$ cat src/rtl/baud_gen_pkg.sv
`timescale 1ns/1ps
package baud_gen_pkg;
  localparam int CFG_W    = 32;
  localparam int DIV_W    = 23;
  localparam int EN_BIT   = 23;
  localparam int XTAL_BIT = 24;
  localparam int HALF_BIT = 27;

  localparam int XTAL_PRE      = 3;
  localparam int XTAL_HALF_PRE = 2;
  localparam int ALT_PRE       = 4;
  localparam int PRE_W         = $clog2(ALT_PRE + 1);

  // decoded rate fields held by the control side
  typedef struct packed {
    logic             enable;
    logic             useXtal;
    logic             halfPre;
    logic [DIV_W-1:0] divN;
  } rate_cfg_t;

  // strobes and fields handed to the datapath
  typedef struct packed {
    logic      restart;
    rate_cfg_t cfg;
  } rate_ctl_t;
endpackage

$ cat src/rtl/baud_cfg_ctrl.sv
`timescale 1ns/1ps
module baud_cfg_ctrl
  import baud_gen_pkg::*;
#(
  parameter bit HAS_HALF = 1'b1
) (
  input  logic             clk,
  input  logic             rstN,
  input  logic             cfgWrEn,
  input  logic [CFG_W-1:0] cfgWrData,
  input  logic             txIdle,
  output logic [CFG_W-1:0] cfgRdData,
  output rate_ctl_t        rateCtl
);
  logic [CFG_W-1:0] wrMask;
  logic [CFG_W-1:0] shadowQ;
  rate_cfg_t        activeQ;
  rate_cfg_t        shadowDec;
  logic             pendingQ;
  logic             applyNow;

  generate
    if (HAS_HALF) begin : g_half
      assign wrMask = '1;
    end else begin : g_noHalf
      assign wrMask = ~(CFG_W'(1) << HALF_BIT);
    end
  endgenerate

  assign applyNow = pendingQ && txIdle && !cfgWrEn;

  always_comb begin
    shadowDec.enable  = shadowQ[EN_BIT];
    shadowDec.useXtal = shadowQ[XTAL_BIT];
    shadowDec.halfPre = shadowQ[HALF_BIT];
    shadowDec.divN    = shadowQ[DIV_W-1:0];
  end

  always_ff @(posedge clk) begin
    if (!rstN) begin
      shadowQ  <= '0;
      activeQ  <= '0;
      pendingQ <= 1'b0;
    end else if (cfgWrEn) begin
      shadowQ  <= cfgWrData & wrMask;
      pendingQ <= 1'b1;
    end else if (applyNow) begin
      activeQ  <= shadowDec;
      pendingQ <= 1'b0;
    end
  end

  assign cfgRdData       = shadowQ;
  assign rateCtl.restart = applyNow;
  assign rateCtl.cfg     = activeQ;


  pending_hold_chk: assert property (@(posedge clk) disable iff (!rstN)
    !txIdle |=> $stable(activeQ));


  readback_chk: assert property (@(posedge clk) disable iff (!rstN)
    cfgWrEn |=> cfgRdData == ($past(cfgWrData) & wrMask));

  generate
    if (!HAS_HALF) begin : g_noHalfChk

      half_absent_chk: assert property (@(posedge clk) disable iff (!rstN)
        !cfgRdData[HALF_BIT] && !activeQ.halfPre);
    end
  endgenerate
endmodule

$ cat src/rtl/baud_tick_path.sv
`timescale 1ns/1ps
module baud_tick_path
  import baud_gen_pkg::*;
(
  input  logic      clk,
  input  logic      rstN,
  input  logic      xtalStb,
  input  logic      altStb,
  input  rate_ctl_t rateCtl,
  output logic      bitTick
);
  logic             refStb;
  logic [PRE_W-1:0] preLast;
  logic             preWrap;
  logic [PRE_W-1:0] preCnt;
  logic [DIV_W-1:0] divCnt;
  logic             tickQ;
  logic             holdClr;

  assign refStb  = rateCtl.cfg.useXtal ? xtalStb : altStb;
  assign preLast = !rateCtl.cfg.useXtal ? PRE_W'(ALT_PRE - 1)
                 : rateCtl.cfg.halfPre  ? PRE_W'(XTAL_HALF_PRE - 1)
                 :                        PRE_W'(XTAL_PRE - 1);
  assign preWrap = refStb && (preCnt == preLast);
  assign holdClr = rateCtl.restart || !rateCtl.cfg.enable;

  always_ff @(posedge clk) begin
    if (!rstN || holdClr) begin
      preCnt <= '0;
      divCnt <= '0;
      tickQ  <= 1'b0;
    end else begin
      tickQ <= 1'b0;
      if (refStb) begin
        if (preWrap) begin
          preCnt <= '0;
          if (divCnt == rateCtl.cfg.divN) begin
            divCnt <= '0;
            tickQ  <= 1'b1;
          end else begin
            divCnt <= divCnt + 1'b1;
          end
        end else begin
          preCnt <= preCnt + 1'b1;
        end
      end
    end
  end

  assign bitTick = tickQ;


  single_tick_chk: assert property (@(posedge clk) disable iff (!rstN)
    tickQ |=> !tickQ);


  disabled_quiet_chk: assert property (@(posedge clk) disable iff (!rstN)
    !rateCtl.cfg.enable |=> !tickQ && preCnt == '0 && divCnt == '0);


  restart_clear_chk: assert property (@(posedge clk) disable iff (!rstN)
    rateCtl.restart |=> preCnt == '0 && divCnt == '0 && !tickQ);


  div_bound_chk: assert property (@(posedge clk) disable iff (!rstN)
    rateCtl.cfg.enable && !rateCtl.restart |-> divCnt <= rateCtl.cfg.divN);


  pre_bound_chk: assert property (@(posedge clk) disable iff (!rstN)
    rateCtl.cfg.enable && !rateCtl.restart |-> preCnt <= preLast);
endmodule

$ cat src/rtl/baud_tick_gen.sv
`timescale 1ns/1ps
module baud_tick_gen
  import baud_gen_pkg::*;
#(
  parameter bit HAS_HALF_PRESCALE = 1'b1
) (
  input  logic        clk,
  input  logic        rstN,
  input  logic        cfgWrEn,
  input  logic [31:0] cfgWrData,
  output logic [31:0] cfgRdData,
  input  logic        txIdle,
  input  logic        xtalStb,
  input  logic        altStb,
  output logic        bitTick
);
  rate_ctl_t rateCtl;

  baud_cfg_ctrl #(.HAS_HALF(HAS_HALF_PRESCALE)) i_ctrl (
    .clk       (clk),
    .rstN      (rstN),
    .cfgWrEn   (cfgWrEn),
    .cfgWrData (cfgWrData),
    .txIdle    (txIdle),
    .cfgRdData (cfgRdData),
    .rateCtl   (rateCtl)
  );

  baud_tick_path i_path (
    .clk     (clk),
    .rstN    (rstN),
    .xtalStb (xtalStb),
    .altStb  (altStb),
    .rateCtl (rateCtl),
    .bitTick (bitTick)
  );
endmodule

$ cat config.mk
export PLATFORM = sky130hd
export DESIGN_NAME = baud_tick_gen
export DESIGN_NICKNAME = d
export VERILOG_FILES = /design/src/rtl/baud_gen_pkg.sv /design/src/rtl/baud_cfg_ctrl.sv /design/src/rtl/baud_tick_path.sv /design/src/rtl/baud_tick_gen.sv
export SDC_FILE = /design/constraint.sdc
export NUM_CORES = 1
export LEC_CHECK = 0
export ABC_AREA = 1
export BUFFER_PORTS_ARGS = -buffer_cell sky130_fd_sc_hd__buf_2
export CAP_MARGIN = 20
export CORE_MARGIN = 3
export CORE_UTILIZATION = 40
export DETAILED_ROUTE_END_ITERATION = 16
export PLACE_DENSITY = 0.62
export SYNTH_ARGS = -nofsm -noshare
export SYNTH_HDL_FRONTEND = slang
export SYNTH_HIERARCHICAL = 1
export SYNTH_SLANG_ARGS = --single-unit
$ cat constraint.sdc
create_clock -name clk -period 1.7 [get_ports clk]
set_input_delay 0.17 -clock clk [delete_from_list [all_inputs] [get_ports clk]]
set_output_delay 0.17 -clock clk [all_outputs]
set_load 0.01 [all_outputs]
==> impl_metrics.tcl <==
set metrics [dict create \
    run_status "finished clean" \
    hold_path_end "i_ctrl/cfgRdData[28]$_SDFFE_PN0P_" \
    cts_h_tree_depth 3 \
    drv_cap 0 \
    die_area_mm2 0.0120 \
    finish.instance_area_mm2 0.00492 \
    critical_path_arrival_ns 1.86 \
    reg2reg_depth 7 \
    relSlewSlack_pct 55.8 \
    totalWireLength_um 10400 \
    worstSetupEndpointType "flip-flop" \
    max_clock_freq_ghz 0.621 \
    asyncSetResetFlopFracSynth_pct 0 \
    place.detailed.hpwl_um 7710 \
    post_synthesis_sequential_element_count 86 \
    worstMarginPinSlew_ns 0.662 \
    placed_cell_area_mm2 0.00467 \
    detail_route.drc_violations 0 \
    routedWlPerCell_um 11.9 \
    fin_crit_sh_pct 94.8 \
    worst_stage_delay_on_the_critical_path_ns 0.38 \
    start_util_pct 41.2 \
    rsz_0062_raised_after_global_routing "true" \
    share_of_power_burned_in_registers_pct 54.8 \
    num_antenna_cells 0 \
    worst_clock_skew_ns 0.00705 \
    timing.hold.ws_ns 0.0298 \
    floorplan.die.width_um 109 \
    synthDominantAreaCellType "sky130_fd_sc_hd__dfxtp_1" \
    regToRegStartpoint "i_path/divCnt[0]$_SDFFE_PP0P_" \
    critical_path.startpoint_type "flip-flop" \
    setup.worst_path.class "flip-flop to flip-flop" \
    fill_cells 1126 \
    power.share.combinational_pct 11.6 \
    yosysUniqueCellTypes 31 \
    worst_hold_path.num_cells 3 \
    finalMaxSlewViolations 0 \
    route.vias.total 4061 \
    total_routing_usage_reported_by_global_routing_pct 18.2 \
    cpLargestDelayFamily "simple AND/OR/NAND/NOR gates" \
    portBuffers 70 \
    ff2ff_setup_slack_ns 0.09 \
    placeableCoreArea_mm2 0.0104 \
    wire_length_of_the_first_global_routing_pass_um 17300 \
    final_layout_size_suffix_gt1_share_pct 17.2 \
    syn_to_final_growth_pct 15.2 \
    detailedRoute.firstPassIterationCount 5 \
    hold_path_class "primary input to flip-flop" \
    detailedRoute.firstIterationViolations 230 \
    numCtsBuffers 9 \
    clockBufferDepth 2 \
    crit_chain "ha_4, nand3_2, nor2_4, nand4_1, nor3_2, xor2_1, nor2_1" \
    postLayoutCoreUtil_pct 47.5 \
    syn_area_mm2 0.00428 \
    gpl.final_weighted_congestion 0.878 \
    crit-reg2reg-capture "i_path/divCnt[22]$_SDFFE_PP0P_" \
    power.total_uw 3910 \
    synth.cells.most_frequent "206 x sky130_fd_sc_hd__nand2_1, 166 x sky130_fd_sc_hd__nor2_1, 86 x sky130_fd_sc_hd__dfxtp_1" \
    die_height_um 109 \
    count_of_mapped_cells_out_of_synthesis 666 \
    synth_top_area_share_pct 40.3 \
    power.leakage_uw 0.00227 \
    wp_buf_inv 0 \
    clkSlewWorstSetupHoldPaths_ns 0.09 \
    power_switching_uw 1070 \
    setup_violations 0 \
    worstSetupPathDepth 7 \
    synth_edf_count 0 \
    power-per-cell-area_mw_per_mm2 793 \
    grt-ovfl-total 0 \
    p_int_uw 2840 \
    synth_area_leaders "sky130_fd_sc_hd__dfxtp_1 40%, sky130_fd_sc_hd__nand2_1 18%, sky130_fd_sc_hd__nor2_1 15%" \
    clk-insertion-delay-late_ns 0.36 \
    synthMostInstantiatedCell "sky130_fd_sc_hd__nand2_1" \
    first_global_vias 3750 \
    postSynth.topFlopCell "sky130_fd_sc_hd__dfxtp_1" \
    switching_share_pct 27.4 \
    synth-warning-count 6 \
    total_negative_slack_for_setup_checks_ns 0 \
    vdd.ir_drop.worst_mv 0.385 \
    largest_net_degree_at_the_start_of_global_routing 60 \
    final_period_minus_worst_setup_slack_ns 1.61 \
    fp-row-count 37 \
    clockRootBuffer "sky130_fd_sc_hd__clkbuf_8" \
    vias_per_cell 4.64 \
    ant_nets 0 \
    min-delay-start "cfgWrData[28]" \
    grt_antenna_before_repair 0 \
    path_max_fanout 4 \
    cts_hold_buf 0 \
    cp_slowest_cell "sky130_fd_sc_hd__dfxtp_2" \
    required_time_of_the_critical_path_ns 1.95 \
    synth.net_count 706 \
    tritoncts "yes" \
    final_hold_violation_count 0 \
    synth_seq_area_share_pct 40.3 \
    clock_power_share_pct 33.6 \
    top_level_ports 71 \
    clock_sink_count 86 \
    nNetsFinal 775 \
    syn-mean-instance-area_um2 6.42 \
]
## through the flow
step,std cells,worst slack [ns]
floorplan,666,0.294
CTS,875,0.0151
global route,876,-0.0271
global placement,859,0.00560
detailed placement,859,-0.000988
finish,876,0.0892
## metal layers
layer	wire length [um]	part of all wire (%)	GRT usage, %
met5	0	0	0
met4	151	1.5	7.12
met3	586	5.6	4.23
met2	4570	44	27.2
met1	5080	49	25.3
## kinds of logic after synthesis
group / Yosys count / synth area share (%)
DFF: 86 / 40.3
and+or+nand+nor: 423 / 40.1
xor gates and xnor gates: 11 / 2.25
buffers and inverters: 93 / 10.7
adders and majority gates: 2 / 0.585
AOI/OAI and AO/OA: 51 / 6.14
## worst register-to-register path: cells and delay by family, from the launching register on
kind / cells / cell delay, ns
xor+xnor: 1 / 0.17
fa+ha+maj: 1 / 0.16
flops: 1 / 0.38
simple gates: 5 / 0.80
## state kept, by name, summed over array words and instances, names as in the netlist
signal	cells
i_ctrl/cfgRdData	32
i_ctrl/pendingQ	1
i_ctrl/rateCtl	26
i_path/bitTick	1
i_path/divCnt	23
i_path/preCnt	3
## power groups by stage
stage	logic [uW]	registers [uW]	clock network, uW
2_1_floorplan	292	2200	0
3_3_place_gp	447	2180	0
3_5_place_dp	451	2190	0
4_1_cts	453	2140	1360
5_1_grt	521	2150	1450
6_report	454	2140	1310
## cell type report
cell class | count | area, um2 | share of cell area (%)
Clock inverter | 5 | 35.0 | 0.711
Tap cell | 136 | 170 | 3.46
Multi-Input combinational cell | 487 | 2160 | 43.8
Timing Repair Buffer | 79 | 418 | 8.49
Inverter | 72 | 275 | 5.59
Clock buffer | 11 | 141 | 2.87
Sequential cell | 86 | 1730 | 35.1
## how the worst max path moves through the flow
stage                                        startpoint  slack [ns]                             end
final                     i_path/divCnt[0]$_SDFFE_PP0P_        0.09  i_path/divCnt[22]$_SDFFE_PP0P_
after floorplan            i_ctrl/pendingQ$_SDFFE_PN0P_        0.29   i_path/divCnt[7]$_SDFFE_PP0P_
after detailed placement  i_path/divCnt[1]$_SDFFE_PP0P_      -0.001  i_path/divCnt[22]$_SDFFE_PP0P_
after global routing      i_path/divCnt[3]$_SDFFE_PP0P_       -0.03  i_path/divCnt[17]$_SDFFE_PP0P_
after global placement    i_path/divCnt[0]$_SDFFE_PP0P_       0.006  i_path/divCnt[22]$_SDFFE_PP0P_
after CTS                 i_path/divCnt[0]$_SDFFE_PP0P_        0.02  i_path/divCnt[20]$_SDFFE_PP0P_
## cell usage in the layout, fill, tap and decap left out, drive strengths merged, types with 3 or more instances in the layout
master and n:
clkbuf 11, nor3 9, o21ai 40, nor2 175, inv 71, clkinv 5
nand2 210, nand3 23, buf 79, a21oi 8, dfxtp 86, xor2 11
nand4 3
## timing repair
action                                  CTS  global route
gates resized for setup                   4            14
endpoints found under the setup margin    3            23
pin swaps                                 0             4
cloned                                    0             0
setup buffers                             0             1
Power figures use the tool's default switching activity.
